===== src/rtl/sysctl_pkg.sv =====
package sysctl_pkg;
  localparam int XLEN  = 32;
  localparam int CRN_W = 4;
  localparam int CRM_W = 4;
  localparam int OP2_W = 3;

  localparam logic [CRN_W-1:0] CRN_IDENT    = 4'd0;
  localparam logic [CRN_W-1:0] CRN_CTRL     = 4'd1;
  localparam logic [CRN_W-1:0] CRN_TTB      = 4'd2;
  localparam logic [CRN_W-1:0] CRN_DOM      = 4'd3;
  localparam logic [CRN_W-1:0] CRN_FSTAT    = 4'd5;
  localparam logic [CRN_W-1:0] CRN_FADDR    = 4'd6;
  localparam logic [CRN_W-1:0] CRN_CACHE_OP = 4'd7;
  localparam logic [CRN_W-1:0] CRN_TLB_OP   = 4'd8;
  localparam logic [CRN_W-1:0] CRN_TLBLOCK  = 4'd10;
  localparam logic [CRN_W-1:0] CRN_PROCID   = 4'd13;

  localparam logic [XLEN-1:0] CTRL_SET   = 32'h0005_0078;
  localparam logic [XLEN-1:0] CTRL_KEEP  = 32'h0005_F3FF;
  localparam logic [XLEN-1:0] TTB_KEEP   = 32'hFFFF_C000;
  localparam logic [XLEN-1:0] FSTAT_KEEP = 32'h0000_00FF;
  localparam logic [XLEN-1:0] PROC_KEEP  = 32'hFE00_0000;
  localparam logic [XLEN-1:0] CACHE_DESC = 32'h1D0D_2112;

  localparam int NSLOT = 7;
  typedef enum logic [2:0] {
    S_CTRL = 3'd0, S_TTB = 3'd1, S_DOM = 3'd2, S_FSTAT = 3'd3,
    S_FADDR = 3'd4, S_LOCK = 3'd5, S_PROC = 3'd6
  } slot_e;

  typedef logic [NSLOT-1:0][XLEN-1:0] slot_vec_t;
endpackage


===== src/rtl/sysctl_wr_decode.sv =====
module sysctl_wr_decode
  import sysctl_pkg::*;
(
  input  logic             wr_en,
  input  logic [CRN_W-1:0] wr_crn,
  input  logic [OP2_W-1:0] wr_op2,
  input  logic [XLEN-1:0]  wr_data,
  output logic [NSLOT-1:0] slot_we,
  output slot_vec_t        slot_val
);
  always_comb begin
    slot_we = '0;
    if (wr_en) begin
      unique case (wr_crn)
        CRN_CTRL:    slot_we[S_CTRL]  = 1'b1;
        CRN_TTB:     slot_we[S_TTB]   = 1'b1;
        CRN_DOM:     slot_we[S_DOM]   = 1'b1;
        CRN_FSTAT:   slot_we[S_FSTAT] = (wr_op2 == '0);
        CRN_FADDR:   slot_we[S_FADDR] = 1'b1;
        CRN_TLBLOCK: slot_we[S_LOCK]  = 1'b1;
        CRN_PROCID:  slot_we[S_PROC]  = 1'b1;
        default:     slot_we = '0;
      endcase
    end
  end

  always_comb begin
    slot_val          = '0;
    slot_val[S_CTRL]  = (wr_data | CTRL_SET) & CTRL_KEEP;
    slot_val[S_TTB]   = wr_data & TTB_KEEP;
    slot_val[S_DOM]   = wr_data;
    slot_val[S_FSTAT] = wr_data & FSTAT_KEEP;
    slot_val[S_FADDR] = wr_data;
    slot_val[S_LOCK]  = wr_data;
    slot_val[S_PROC]  = wr_data & PROC_KEEP;
  end
endmodule


===== src/rtl/sysctl_store.sv =====
module sysctl_store
  import sysctl_pkg::*;
(
  input  logic             clk,
  input  logic             rst,
  input  logic [NSLOT-1:0] slot_we,
  input  slot_vec_t        slot_val,
  output slot_vec_t        slot_q
);
  for (genvar i = 0; i < NSLOT; i++) begin : g_slot
    localparam logic [XLEN-1:0] RST_VAL = (i == int'(S_CTRL)) ? CTRL_SET : '0;
    always_ff @(posedge clk) begin
      if (rst)             slot_q[i] <= RST_VAL;
      else if (slot_we[i]) slot_q[i] <= slot_val[i];
    end
  end
endmodule


===== src/rtl/sysctl_rd_mux.sv =====
module sysctl_rd_mux
  import sysctl_pkg::*;
#(
  parameter logic [XLEN-1:0] ID_WORD = 32'h4A5C_0001
) (
  input  logic             clk,
  input  logic             rst,
  input  logic             rd_en,
  input  logic [CRN_W-1:0] rd_crn,
  input  logic [OP2_W-1:0] rd_op2,
  input  slot_vec_t        slot_q,
  output logic [XLEN-1:0]  rd_data,
  output logic             rd_valid
);
  logic [XLEN-1:0] sel;

  always_comb begin
    unique case (rd_crn)
      CRN_IDENT: begin
        unique case (rd_op2)
          3'd0:    sel = ID_WORD;
          3'd1:    sel = CACHE_DESC;
          default: sel = '0;
        endcase
      end
      CRN_CTRL:    sel = (slot_q[S_CTRL] | CTRL_SET) & CTRL_KEEP;
      CRN_TTB:     sel = slot_q[S_TTB];
      CRN_DOM:     sel = slot_q[S_DOM];
      CRN_FSTAT:   sel = (rd_op2 == '0) ? slot_q[S_FSTAT] : '0;
      CRN_FADDR:   sel = slot_q[S_FADDR];
      CRN_TLBLOCK: sel = slot_q[S_LOCK];
      CRN_PROCID:  sel = slot_q[S_PROC];
      default:     sel = '0;
    endcase
  end

  always_ff @(posedge clk) begin
    if (rst) begin
      rd_data  <= '0;
      rd_valid <= 1'b0;
    end else begin
      rd_valid <= rd_en;
      if (rd_en) rd_data <= sel;
    end
  end
endmodule


===== src/rtl/sysctl_op_fwd.sv =====
module sysctl_op_fwd
  import sysctl_pkg::*;
(
  input  logic             clk,
  input  logic             rst,
  input  logic             wr_en,
  input  logic [CRN_W-1:0] wr_crn,
  input  logic [CRM_W-1:0] wr_crm,
  input  logic [OP2_W-1:0] wr_op2,
  input  logic [XLEN-1:0]  wr_data,
  output logic             cache_op_stb,
  output logic             tlb_op_stb,
  output logic [CRM_W-1:0] op_crm,
  output logic [OP2_W-1:0] op_op2,
  output logic [XLEN-1:0]  op_data
);
  logic hit_cache, hit_tlb;
  assign hit_cache = wr_en && (wr_crn == CRN_CACHE_OP);
  assign hit_tlb   = wr_en && (wr_crn == CRN_TLB_OP);

  always_ff @(posedge clk) begin
    if (rst) begin
      cache_op_stb <= 1'b0;
      tlb_op_stb   <= 1'b0;
      op_crm       <= '0;
      op_op2       <= '0;
      op_data      <= '0;
    end else begin
      cache_op_stb <= hit_cache;
      tlb_op_stb   <= hit_tlb;
      if (hit_cache || hit_tlb) begin
        op_crm  <= wr_crm;
        op_op2  <= wr_op2;
        op_data <= wr_data;
      end
    end
  end
endmodule


===== src/rtl/sysctl_regfile.sv =====
module sysctl_regfile
  import sysctl_pkg::*;
#(
  parameter logic [31:0] ID_WORD = 32'h4A5C_0001
) (
  input  logic        clk,
  input  logic        rst,
  input  logic        wr_en,
  input  logic [3:0]  wr_crn,
  input  logic [3:0]  wr_crm,
  input  logic [2:0]  wr_op2,
  input  logic [31:0] wr_data,
  input  logic        rd_en,
  input  logic [3:0]  rd_crn,
  input  logic [2:0]  rd_op2,
  output logic [31:0] rd_data,
  output logic        rd_valid,
  output logic        cache_op_stb,
  output logic        tlb_op_stb,
  output logic [3:0]  op_crm,
  output logic [2:0]  op_op2,
  output logic [31:0] op_data
);
  logic [NSLOT-1:0] slot_we;
  slot_vec_t        slot_val;
  slot_vec_t        slot_q;

  sysctl_wr_decode u_dec (
    .wr_en(wr_en), .wr_crn(wr_crn), .wr_op2(wr_op2), .wr_data(wr_data),
    .slot_we(slot_we), .slot_val(slot_val)
  );

  sysctl_store u_store (
    .clk(clk), .rst(rst), .slot_we(slot_we), .slot_val(slot_val), .slot_q(slot_q)
  );

  sysctl_rd_mux #(.ID_WORD(ID_WORD)) u_rd (
    .clk(clk), .rst(rst), .rd_en(rd_en), .rd_crn(rd_crn), .rd_op2(rd_op2),
    .slot_q(slot_q), .rd_data(rd_data), .rd_valid(rd_valid)
  );

  sysctl_op_fwd u_fwd (
    .clk(clk), .rst(rst), .wr_en(wr_en), .wr_crn(wr_crn), .wr_crm(wr_crm),
    .wr_op2(wr_op2), .wr_data(wr_data), .cache_op_stb(cache_op_stb),
    .tlb_op_stb(tlb_op_stb), .op_crm(op_crm), .op_op2(op_op2), .op_data(op_data)
  );
endmodule


===== config.mk =====
export PLATFORM = sky130hd
export DESIGN_NAME = sysctl_regfile
export DESIGN_NICKNAME = d
export VERILOG_FILES = /design/src/rtl/sysctl_pkg.sv /design/src/rtl/sysctl_wr_decode.sv /design/src/rtl/sysctl_store.sv /design/src/rtl/sysctl_rd_mux.sv /design/src/rtl/sysctl_op_fwd.sv /design/src/rtl/sysctl_regfile.sv
export SDC_FILE = /design/constraint.sdc
export NUM_CORES = 1
export LEC_CHECK = 0
export ABC_AREA = 1
export CORE_ASPECT_RATIO = 1.5
export CORE_MARGIN = 2
export CORE_UTILIZATION = 45
export CTS_CLUSTER_SIZE = 12
export DETAILED_ROUTE_END_ITERATION = 16
export GPL_TIMING_DRIVEN = 0
export HOLD_SLACK_MARGIN = 0.03
export PLACE_DENSITY = 0.68
export RECOVER_POWER = 25
export SETUP_SLACK_MARGIN = 0.15
export SLEW_MARGIN = 25
export SYNTH_ARGS = -nofsm -noshare
export SYNTH_HDL_FRONTEND = slang
export SYNTH_HIERARCHICAL = 1
export SYNTH_SLANG_ARGS = --single-unit

===== constraint.sdc =====
create_clock -name clk -period 3.8 [get_ports clk]
set_input_delay 1.14 -clock clk [delete_from_list [all_inputs] [get_ports clk]]
set_output_delay 1.14 -clock clk [all_outputs]
set_load 0.05 [all_outputs]

==> reports/results.ini <==
[routing]
routedWlPerCell_um = 13.5
dr.max_layer_used = met4
dr.pass1.iters = 6
vias = 13500
ant_nets = 0
first_iter_violations = 790
met1Wirelength_um = 17800
wl_met3_um = 1930
drc = 0
drt_wl_total_um = 41300
wl_met2_um = 20000
avgViaCountPerCell = 4.44

[placement]
hpwl_um = 31700
place_congestion = 0.911
dpl.cell_count = 3004
portBuffers = 126
dpl_worst_slack_ps = 506

[sta]
relSlewSlack_pct = 55.3
worst_slew_pin_slew_ps = 670
setup_viol = 0
period_share_pct = 77.9
worst_clock_skew_ps = 6.71
finalHoldViolations = 0
slew_viol_final = 0
fin_tns_setup_ps = 0
fin_crit_ps = 2960
layout_setup_ws_ps = 841
holdWs_ps = 463
max_freq_ghz = 0.338
rsz0062_at_grt = false

[job]
maxCapViolCount = 0

[pwr]
leakagePower_nw = 8.61
p_per_area_mw_per_mm2 = 360
ir_worst_vdd_uv = 329

[cells_and_area]
diodes = 0
syn_to_final_growth_pct = 18.8
postLayoutCoreUtil_pct = 54.3
multi_input_area_mm2 = 0.00624
regArea_mm2 = 0.00553
nFillCells = 3317
drive_gt1_share_pct = 13.0
fin_nets = 2673
fin_cells = 3047

[clock_network]
htree_levels = 1
clk_latency_ps = 550
ctsResizeCount = 0
cts_tree = yes
clock_path_buffers = 3
cts_setup_buffers = 0
cts_buffers = 28
clock_sinks = 276
hold_buffers = 0
cts_root_buf = clkbuf_16
clk_pin_slew_worst_paths_ps = 60

[setup_path]
rr_startpoint = u_store/slot_q[100]
crit_arrival_ps = 3450
cp-end-kind = flip-flop
reg2reg_to = u_rd/rd_data[4]
start_kind = input pin
crit_type = in2reg
timing.reg2reg.setup_slack_ps = 2470
cp.depth = 8
critPathCapture = u_fwd/op_data[21]
reg2regPathDepth = 6
critPathTopFamily = buffers and inverters
path_cells = dlygate4sd3_1 > inv_1 > nor2_1 > nand3_1 > clkbuf_1 > clkbuf_1 > a21oi_2 > nor2_1
crit_buf_inv = 4
cp_slowest_cell = dlygate4sd3_1
slowest_delay_ps = 620
critical_path.max_fanout = 10
cp.required_ps = 4290
startpoint = wr_en

[min_path]
min_path_type = reg2reg

[die]
die_y_um = 227
floorplan.initialDensity_pct = 45.7
io_pins = 128
chipWidth_um = 152
core_area_mm2 = 0.0325
dieArea_mm2 = 0.0345
rows = 81

[logic_synthesis]
ys_warn_count = 6
syn-cell-area_mm2 = 0.0149
avgSynthCellArea_um2 = 6.19
postSynthCellCount = 2401

[global_routing]
grt_pass1_vias = 12500
antenna_found_initial = 0
grt_pass1_wl_um = 65300
grtUsageTotal_pct = 23.6
grt_remaining_overflow = 0
grt_max_degree = 14

[run_status]
status = completed

==> power by group <==
part	internal (mW)	switching (mW)
registers	2.96	0.0319
clock network	1.45	1.12
logic	0.346	0.443
total	4.75	1.60
==> state kept, by name (all words and copies together) (netlist names) <==
signal              count
u_fwd/op_data          32
u_fwd/cache_op_stb      1
u_fwd/tlb_op_stb        1
u_rd/rd_valid           1
u_fwd/op_crm            4
u_fwd/op_op2            3
u_store/slot_q        202
u_rd/rd_data           32
==> how the worst min path moves through the flow <==
| stage | slack (ps) | to | depth (start not counted) | from |
|---|---|---|---|---|
| floorplan | 440 | u_store/slot_q[202] | 2 | u_store/slot_q[202] |
| global placement | 450 | u_rd/rd_data[22] | 2 | u_rd/rd_data[22] |
| detailed placement | 460 | u_rd/rd_data[13] | 2 | u_rd/rd_data[13] |
| CTS | 460 | u_rd/rd_data[13] | 2 | u_rd/rd_data[13] |
| global route | 480 | u_rd/rd_data[18] | 2 | u_rd/rd_data[18] |
| finish | 460 | u_rd/rd_data[13] | 2 | u_rd/rd_data[13] |
==> cell usage in the layout (no fill, tap or decap) <==
cell             count
buf_4              205
inv_1              285
conb_1              63
nor2_2               6
o21ai_0              2
dfxtp_1            276
nor2_1             560
o21ai_1              3
a21oi_2              9
buf_6               19
nand2_1            748
nand3_1            102
inv_2                4
clkbuf_1            47
and3_1               2
buf_2               60
clkbuf_8             4
nor2_4               2
buf_1                1
nand2_2              2
clkbuf_16           29
clkinv_2             3
a21oi_1             63
nor3b_1              1
clkdlybuf4s50_1    125
dlygate4sd3_1        1
nor3_1               2
nand3b_1             8
==> per-layer routing <==
layer / vias to the layer above / track usage, %
met3: 76 / 2.20
met2: 331 / 42.7
met4: 0 / 9.20
met1: 5912 / 29.0
met5: - / 0
li1: 7217 / -
==> stage by stage <==
stage	total power, mW	area [um2]
CTS	6.42	17700
finish	6.35	17700
floorplan	3.59	15100
global route	6.60	17700
global placement	3.82	16900
detailed placement	3.84	16900
==> layout make-up <==
class	count	share of cell area (%)
multi-input combinational	1573	35.3
buffer	325	12.5
clock inverter	3	0.0850
sequential	276	31.3
inverter	289	6.14
clock buffer	40	4.57
timing repair buffer	126	7.14
tap	415	2.94
==> worst reg2reg max path: cells and delay by family, from the launching register on <==
kind | cells | cell delay, ps
DFF | 1 | 400
and+or+nand+nor | 4 | 340
AOI/OAI and AO/OA | 2 | 530
(Power assumes the default switching activity.)
